--- config.mk ---
export PLATFORM = sky130hd
export DESIGN_NAME = shift_add_multiplier
export DESIGN_NICKNAME = d
export VERILOG_FILES = /design/src/rtl/mul_pkg.sv /design/src/rtl/mul_datapath.sv /design/src/rtl/mul_ctrl.sv /design/src/rtl/shift_add_multiplier.sv
export SDC_FILE = /design/constraint.sdc
export NUM_CORES = 1
export LEC_CHECK = 0
export ABC_CLOCK_PERIOD_IN_PS = 3740
export BUFFER_PORTS_ARGS = -buffer_cell sky130_fd_sc_hd__buf_2
export CORE_MARGIN = 8
export CORE_UTILIZATION = 45
export CTS_CLUSTER_SIZE = 20
export DETAILED_ROUTE_END_ITERATION = 10
export GPL_ROUTABILITY_DRIVEN = 0
export PLACE_DENSITY_LB_ADDON = 0.08
export SLEW_MARGIN = 20
export SYNTH_ARGS = -nofsm -noshare
export SYNTH_HDL_FRONTEND = slang
export SYNTH_HIERARCHICAL = 1
export SYNTH_SLANG_ARGS = --single-unit
--- constraint.sdc ---
create_clock -name clk -period 3.74 [get_ports clk]
set_input_delay 0 -clock clk [delete_from_list [all_inputs] [get_ports clk]]
set_output_delay 0 -clock clk [all_outputs]
set_load 0.01 [all_outputs]
--- src/rtl/mul_pkg.sv ---
package mul_pkg;
    typedef enum logic {
        ST_IDLE = 1'b0,
        ST_RUN  = 1'b1
    } mul_state_e;
endpackage

--- src/rtl/mul_datapath.sv ---
module mul_datapath #(
    parameter int WIDTH = 8
) (
    input  logic               clk,
    input  logic               rst_n,
    input  logic               load,
    input  logic               step,
    input  logic [WIDTH-1:0]   mcand_in,
    input  logic [WIDTH-1:0]   mplier_in,
    output logic               opb_zero,
    output logic               last_step,
    output logic [2*WIDTH-1:0] product
);
    localparam int PW = 2 * WIDTH;

    typedef struct packed {
        logic [PW-1:0]    mcand;
        logic [WIDTH-1:0] mplier;
        logic [PW-1:0]    acc;
    } dp_regs_t;

    dp_regs_t r_d, r_q;
    logic [PW-1:0] addend;

    always_comb begin
        r_d    = r_q;
        addend = r_q.mplier[0] ? r_q.mcand : '0;
        if (load) begin
            r_d.mcand  = PW'(mcand_in);
            r_d.mplier = mplier_in;
            r_d.acc    = '0;
        end else if (step) begin
            r_d.acc    = r_q.acc + addend;
            r_d.mcand  = r_q.mcand << 1;
            r_d.mplier = r_q.mplier >> 1;
        end
    end

    always_ff @(posedge clk or negedge rst_n) begin
        if (!rst_n) r_q <= '0;
        else        r_q <= r_d;
    end

    assign opb_zero  = (mplier_in == '0);
    assign last_step = (r_q.mplier[WIDTH-1:1] == '0);
    assign product   = r_q.acc;

    // a step only ever adds to the running result
    a_r3_acc_nondecreasing: assert property (@(posedge clk) disable iff (!rst_n)
        step |=> (r_q.acc >= $past(r_q.acc)));
    // result is held whenever no load or step happens
    a_r8_acc_hold: assert property (@(posedge clk) disable iff (!rst_n)
        (!load && !step) |=> $stable(r_q.acc));
    // the left shift of the extended multiplicand loses no set bit
    a_r4_mcand_no_loss: assert property (@(posedge clk) disable iff (!rst_n)
        step |=> ($countones(r_q.mcand) == $past($countones(r_q.mcand))));
endmodule

--- src/rtl/mul_ctrl.sv ---
module mul_ctrl
    import mul_pkg::*;
#(
    parameter int WIDTH = 8
) (
    input  logic clk,
    input  logic rst_n,
    input  logic start,
    input  logic opb_zero,
    input  logic last_step,
    output logic load,
    output logic step,
    output logic busy,
    output logic done
);
    localparam int CW = $clog2(WIDTH + 1);

    typedef struct packed {
        mul_state_e state;
        logic       done;
    } ctrl_regs_t;

    ctrl_regs_t c_d, c_q;

    always_comb begin
        c_d      = c_q;
        c_d.done = 1'b0;
        load     = 1'b0;
        step     = 1'b0;
        unique case (c_q.state)
            ST_IDLE: begin
                if (start) begin
                    load = 1'b1;
                    if (opb_zero) c_d.done  = 1'b1;
                    else          c_d.state = ST_RUN;
                end
            end
            ST_RUN: begin
                step = 1'b1;
                if (last_step) begin
                    c_d.state = ST_IDLE;
                    c_d.done  = 1'b1;
                end
            end
            default: c_d.state = ST_IDLE;
        endcase
    end

    always_ff @(posedge clk or negedge rst_n) begin
        if (!rst_n) c_q <= '{state: ST_IDLE, done: 1'b0};
        else        c_q <= c_d;
    end

    assign busy = (c_q.state == ST_RUN);
    assign done = c_q.done;

    // run-length counter used only by the bound check below
    logic [CW-1:0] run_cnt_q;
    always_ff @(posedge clk or negedge rst_n) begin
        if (!rst_n)    run_cnt_q <= '0;
        else if (busy) run_cnt_q <= run_cnt_q + 1'b1;
        else           run_cnt_q <= '0;
    end

    // a run never needs more than WIDTH steps
    a_r5_step_bound: assert property (@(posedge clk) disable iff (!rst_n)
        busy |-> (run_cnt_q < CW'(WIDTH)));
    // completion and activity are exclusive
    a_r8_done_not_busy: assert property (@(posedge clk) disable iff (!rst_n)
        done |-> !busy);
    // no second pulse without a new start
    a_r8_done_single: assert property (@(posedge clk) disable iff (!rst_n)
        (done && !start) |=> !done);
    // a run only begins from a start request
    a_r2_run_needs_start: assert property (@(posedge clk) disable iff (!rst_n)
        $rose(busy) |-> $past(start));
endmodule

--- src/rtl/shift_add_multiplier.sv ---
module shift_add_multiplier #(
    parameter int WIDTH = 8
) (
    input  logic               clk,
    input  logic               rst_n,
    input  logic               start,
    input  logic [WIDTH-1:0]   mcand_in,
    input  logic [WIDTH-1:0]   mplier_in,
    output logic               busy,
    output logic               done,
    output logic [2*WIDTH-1:0] product
);
    logic load, step, opb_zero, last_step;

    mul_ctrl #(.WIDTH(WIDTH)) u_ctrl (
        .clk       (clk),
        .rst_n     (rst_n),
        .start     (start),
        .opb_zero  (opb_zero),
        .last_step (last_step),
        .load      (load),
        .step      (step),
        .busy      (busy),
        .done      (done)
    );

    mul_datapath #(.WIDTH(WIDTH)) u_dp (
        .clk       (clk),
        .rst_n     (rst_n),
        .load      (load),
        .step      (step),
        .mcand_in  (mcand_in),
        .mplier_in (mplier_in),
        .opb_zero  (opb_zero),
        .last_step (last_step),
        .product   (product)
    );

    // no reload is taken while a run is in flight
    a_r7_no_load_busy: assert property (@(posedge clk) disable iff (!rst_n)
        busy |-> !load);
endmodule

==> results.md <==
* Status: finished, final reports clean
* Unrepaired setup endpoints after global routing: no
* Vias in the first global route at roughly 2300
* All-Layer GR Usage at 0.147
* Site row count at 29
* Die W at 95.8 µm
* Clk slew on worst S/H paths at 0.09 ns
* Startpoint Class: register
* CTS max path bufs at 2
* Largest family of logic cells by synthesized area: simple AND/OR/NAND/NOR gates
* Number of setup buffers added after CTS at 0
* Worst Clk Skew at a little under 0.008 ns
* Crit path buf inv count at 1
* WL final at 6120 µm
* Endpoints failing hold at 0
* Vias per cell at 5.25
* Die height at 95.8 µm
* Crit-path slowest cell: dfrtp_1
* Detailed-placement wirelength estimate at 4360 µm
* Design area at between 0.003 and 0.004 mm²
* TritonRoute pass-1 iters at 4
* Pwr per Cell Area at around 660 mW/mm²
* CP Max Fanout at 19
* Share of flip-flops with an asynchronous set or reset at 1.00
* Fin crit share at 0.757
* TritonCTS Sinks at 42
* Drt first-iter violations at 166
* Via count at 2177
* Setup slack after layout at 0.910 ns
* Initial antenna violation count at 0
* WP data arrival at about 3.0 ns
* Worst Path Required at roughly 3.9 ns
* Post-Synth Adder-Cell Area at 0.0724
* Number of synthesized flops with an enable pin at 0
* Worst-Skew Late Latency at 0.29 ns
* IO buf count at 36
* Post-synthesis simple-gate area fraction at 0.205
* Yosys reg bits at 42
* Avg Inst Size Synth at 9.37 µm²
* Min-Delay Path Class: input port to asynchronous set/reset pin
* Area Overhead vs Synth at 14.0%
* Post-Synth XOR/XNOR Area at 0.0153
* Ys flop type: dfrtp_1
* Warnings from Yosys at 6
* # setup viols final at 0
* Post-route DRC at 0
* CP peak stage delay at 0.63 ns
* Mapped cell area at ~0.0029 mm²
* Multi-input logic area at 0.00162 mm²
* # IOs at 37
* Worst setup EP type: register
* WS Path Type: register to register
* Max Fclk at 353 MHz
* DP Area at 0.00298 mm²
* Largest net degree at the start of global routing at 44
* Worst-Margin Slew at 0.950 ns
* MaxCap Viol Count at 0
* Initial Util at 0.460
* # fillers at between 500 and 600
* Grt ovf at 0
* DR WL/cell at 14.8 µm
* Crit path cell chain: and2_1 > ha_1 > inv_1 > fa_1 > and2b_1 > o211ai_2 > a31oi_4 > a211oi_2 > o21a_1 > a311o_1
* Total negative slack at 0 ns
* Die area at 0.00918 mm²
* Crit path time final at 2.83 ns
* Routed Antenna Nets at 0
* Cells after DPL at between 300 and 400
* Nets at 372
* Distinct cells, synth at 56
* Final Max Slew Viols at 0
* Core Area at roughly 0.0062 mm²
* CTS root buf: clkbuf_8
* Proportion of synthesized area in mux cells at 0.105
* Worst rel slew slack at 0.366
* Crit-path leading delay family: compound AO/OA/AOI/OAI gates
* H-tree Lvls at 2
* Sequential cell area at 0.00105 mm²
* Compound-Gate Fraction of Synth Area at 0.163
* Final instance count without filler cells at 415
* Static leakage at between 1.5 and 2 nW
* Sequential element share of the synthesized area at 0.366
* Layout cell share with drive strength beyond 1 at 0.180
* First-pass GRT wire length at 10800 µm
* Net Count, Synth at 341
* Gate Count Post-Synth at roughly 310
* CTS tree: yes
* Inserted Diodes at 0
* Number of CTS-inserted buffers at 5
* Placement Setup Slack at 0.927 ns
* Worst VDD drop at 0.335 mV
## sequential cells by signal, summed over array words and instances, names as in the netlist
signal        count
u_dp/product     16
u_ctrl/busy       1
u_ctrl/done       1
u_dp/r_q         24
## through the flow
| step | util | hold WS [ns] | total power, W |
|---|---|---|---|
| floorplan | - | -0.296 | 0.00162 |
| global placement | 0.477 | 0.207 | 0.00178 |
| detailed placement | 0.477 | 0.210 | 0.00179 |
| CTS | 0.524 | 0.440 | 0.00217 |
| global route | 0.524 | 0.461 | 0.00233 |
| finish | 0.524 | 0.395 | 0.00214 |
## cell type report
cell class,count,area share
timing repair buffer,56,0.115
clock buffer,6,0.0222
inverter,5,0.00574
sequential,42,0.322
multi-input combinational,227,0.494
tap,77,0.0295
clock inverter,2,0.0115
## per-layer routing
layer / track usage / share of wire
met5: 0 / 0
met4: 0.0461 / 0.0052
met3: 0.0304 / 0.041
met2: 0.243 / 0.46
met1: 0.187 / 0.49
## placed cells by master, fill, tap and decap left out, types with 5 or more instances in the layout
master,count
inv_1,5
dfrtp_1,41
buf_2,36
ha_1,15
nand2_1,32
a21oi_1,10
clkbuf_8,5
nor2_1,22
dlygate4sd3_1,18
and2_1,14
o21ai_0,24
mux2i_1,30
## synth_stat cells, drive strengths merged, types with 2 or more instances
master	number	area, µm²
a21boi	2	15.0
nor3b	3	22.5
nor3	5	30.0
xor2	2	17.5
a21oi	13	91.3
o21ai	25	129
nor4	2	12.5
xnor2	3	26.3
nor2	22	82.6
a31oi	3	33.8
o31ai	2	15.0
a21o	2	15.0
buf	22	153
o211ai	4	35.0
inv	5	18.8
nand2	32	120
a211oi	4	40.0
and2	15	96.3
and3	3	28.8
dfrtp	42	1050
nand2b	4	25.0
nand3b	3	22.5
o21a	5	38.8
clkbuf	10	37.5
or4	4	30.0
nor2b	5	33.8
ha	15	188
nand4	2	12.5
mux2i	30	300
nand3	3	15.0
## path summary, 6_finish.rpt
| check | from | endpoint | slack [ns] | cells after the start |
|---|---|---|---|---|
| min | rst_n | u_dp/product[10] | 0.40 | 2 |
| max | u_dp/r_q[16] | u_dp/product[14] | 0.91 | 10 |
| min reg2reg | u_dp/product[10] | u_dp/product[10] | 0.53 | 2 |
| max in group asynchronous | rst_n | u_ctrl/busy | 2.69 | 2 |
| max reg2reg | u_dp/r_q[16] | u_dp/product[14] | 0.91 | 10 |
| min in group clk | mcand_in[0] | u_dp/r_q[24] | 0.45 | 4 |
## cell families after synthesis
group,count (synthesis)
DFF,42
buffers and inverters,37
muxes,30
and+or+nand+nor,110
AOI/OAI and AO/OA,66
adders and majority gates,16
xor gates and xnor gates,5
## report_power, final
group	switching [W]	internal, W	total [W]	leakage (nW)
Combinational	0.000519	0.000442	0.000961	1.05
Clock	0.000164	0.000199	0.000363	0.0514
Sequential	0.000186	0.000632	0.000818	0.548
## repair_timing
action	4_1_cts	5_1_grt
hold endpoints to repair	60	0
hold buffers	18	0
gates resized for setup	0	0
setup endpoints to repair	0	0
(Power assumes the default switching activity.)
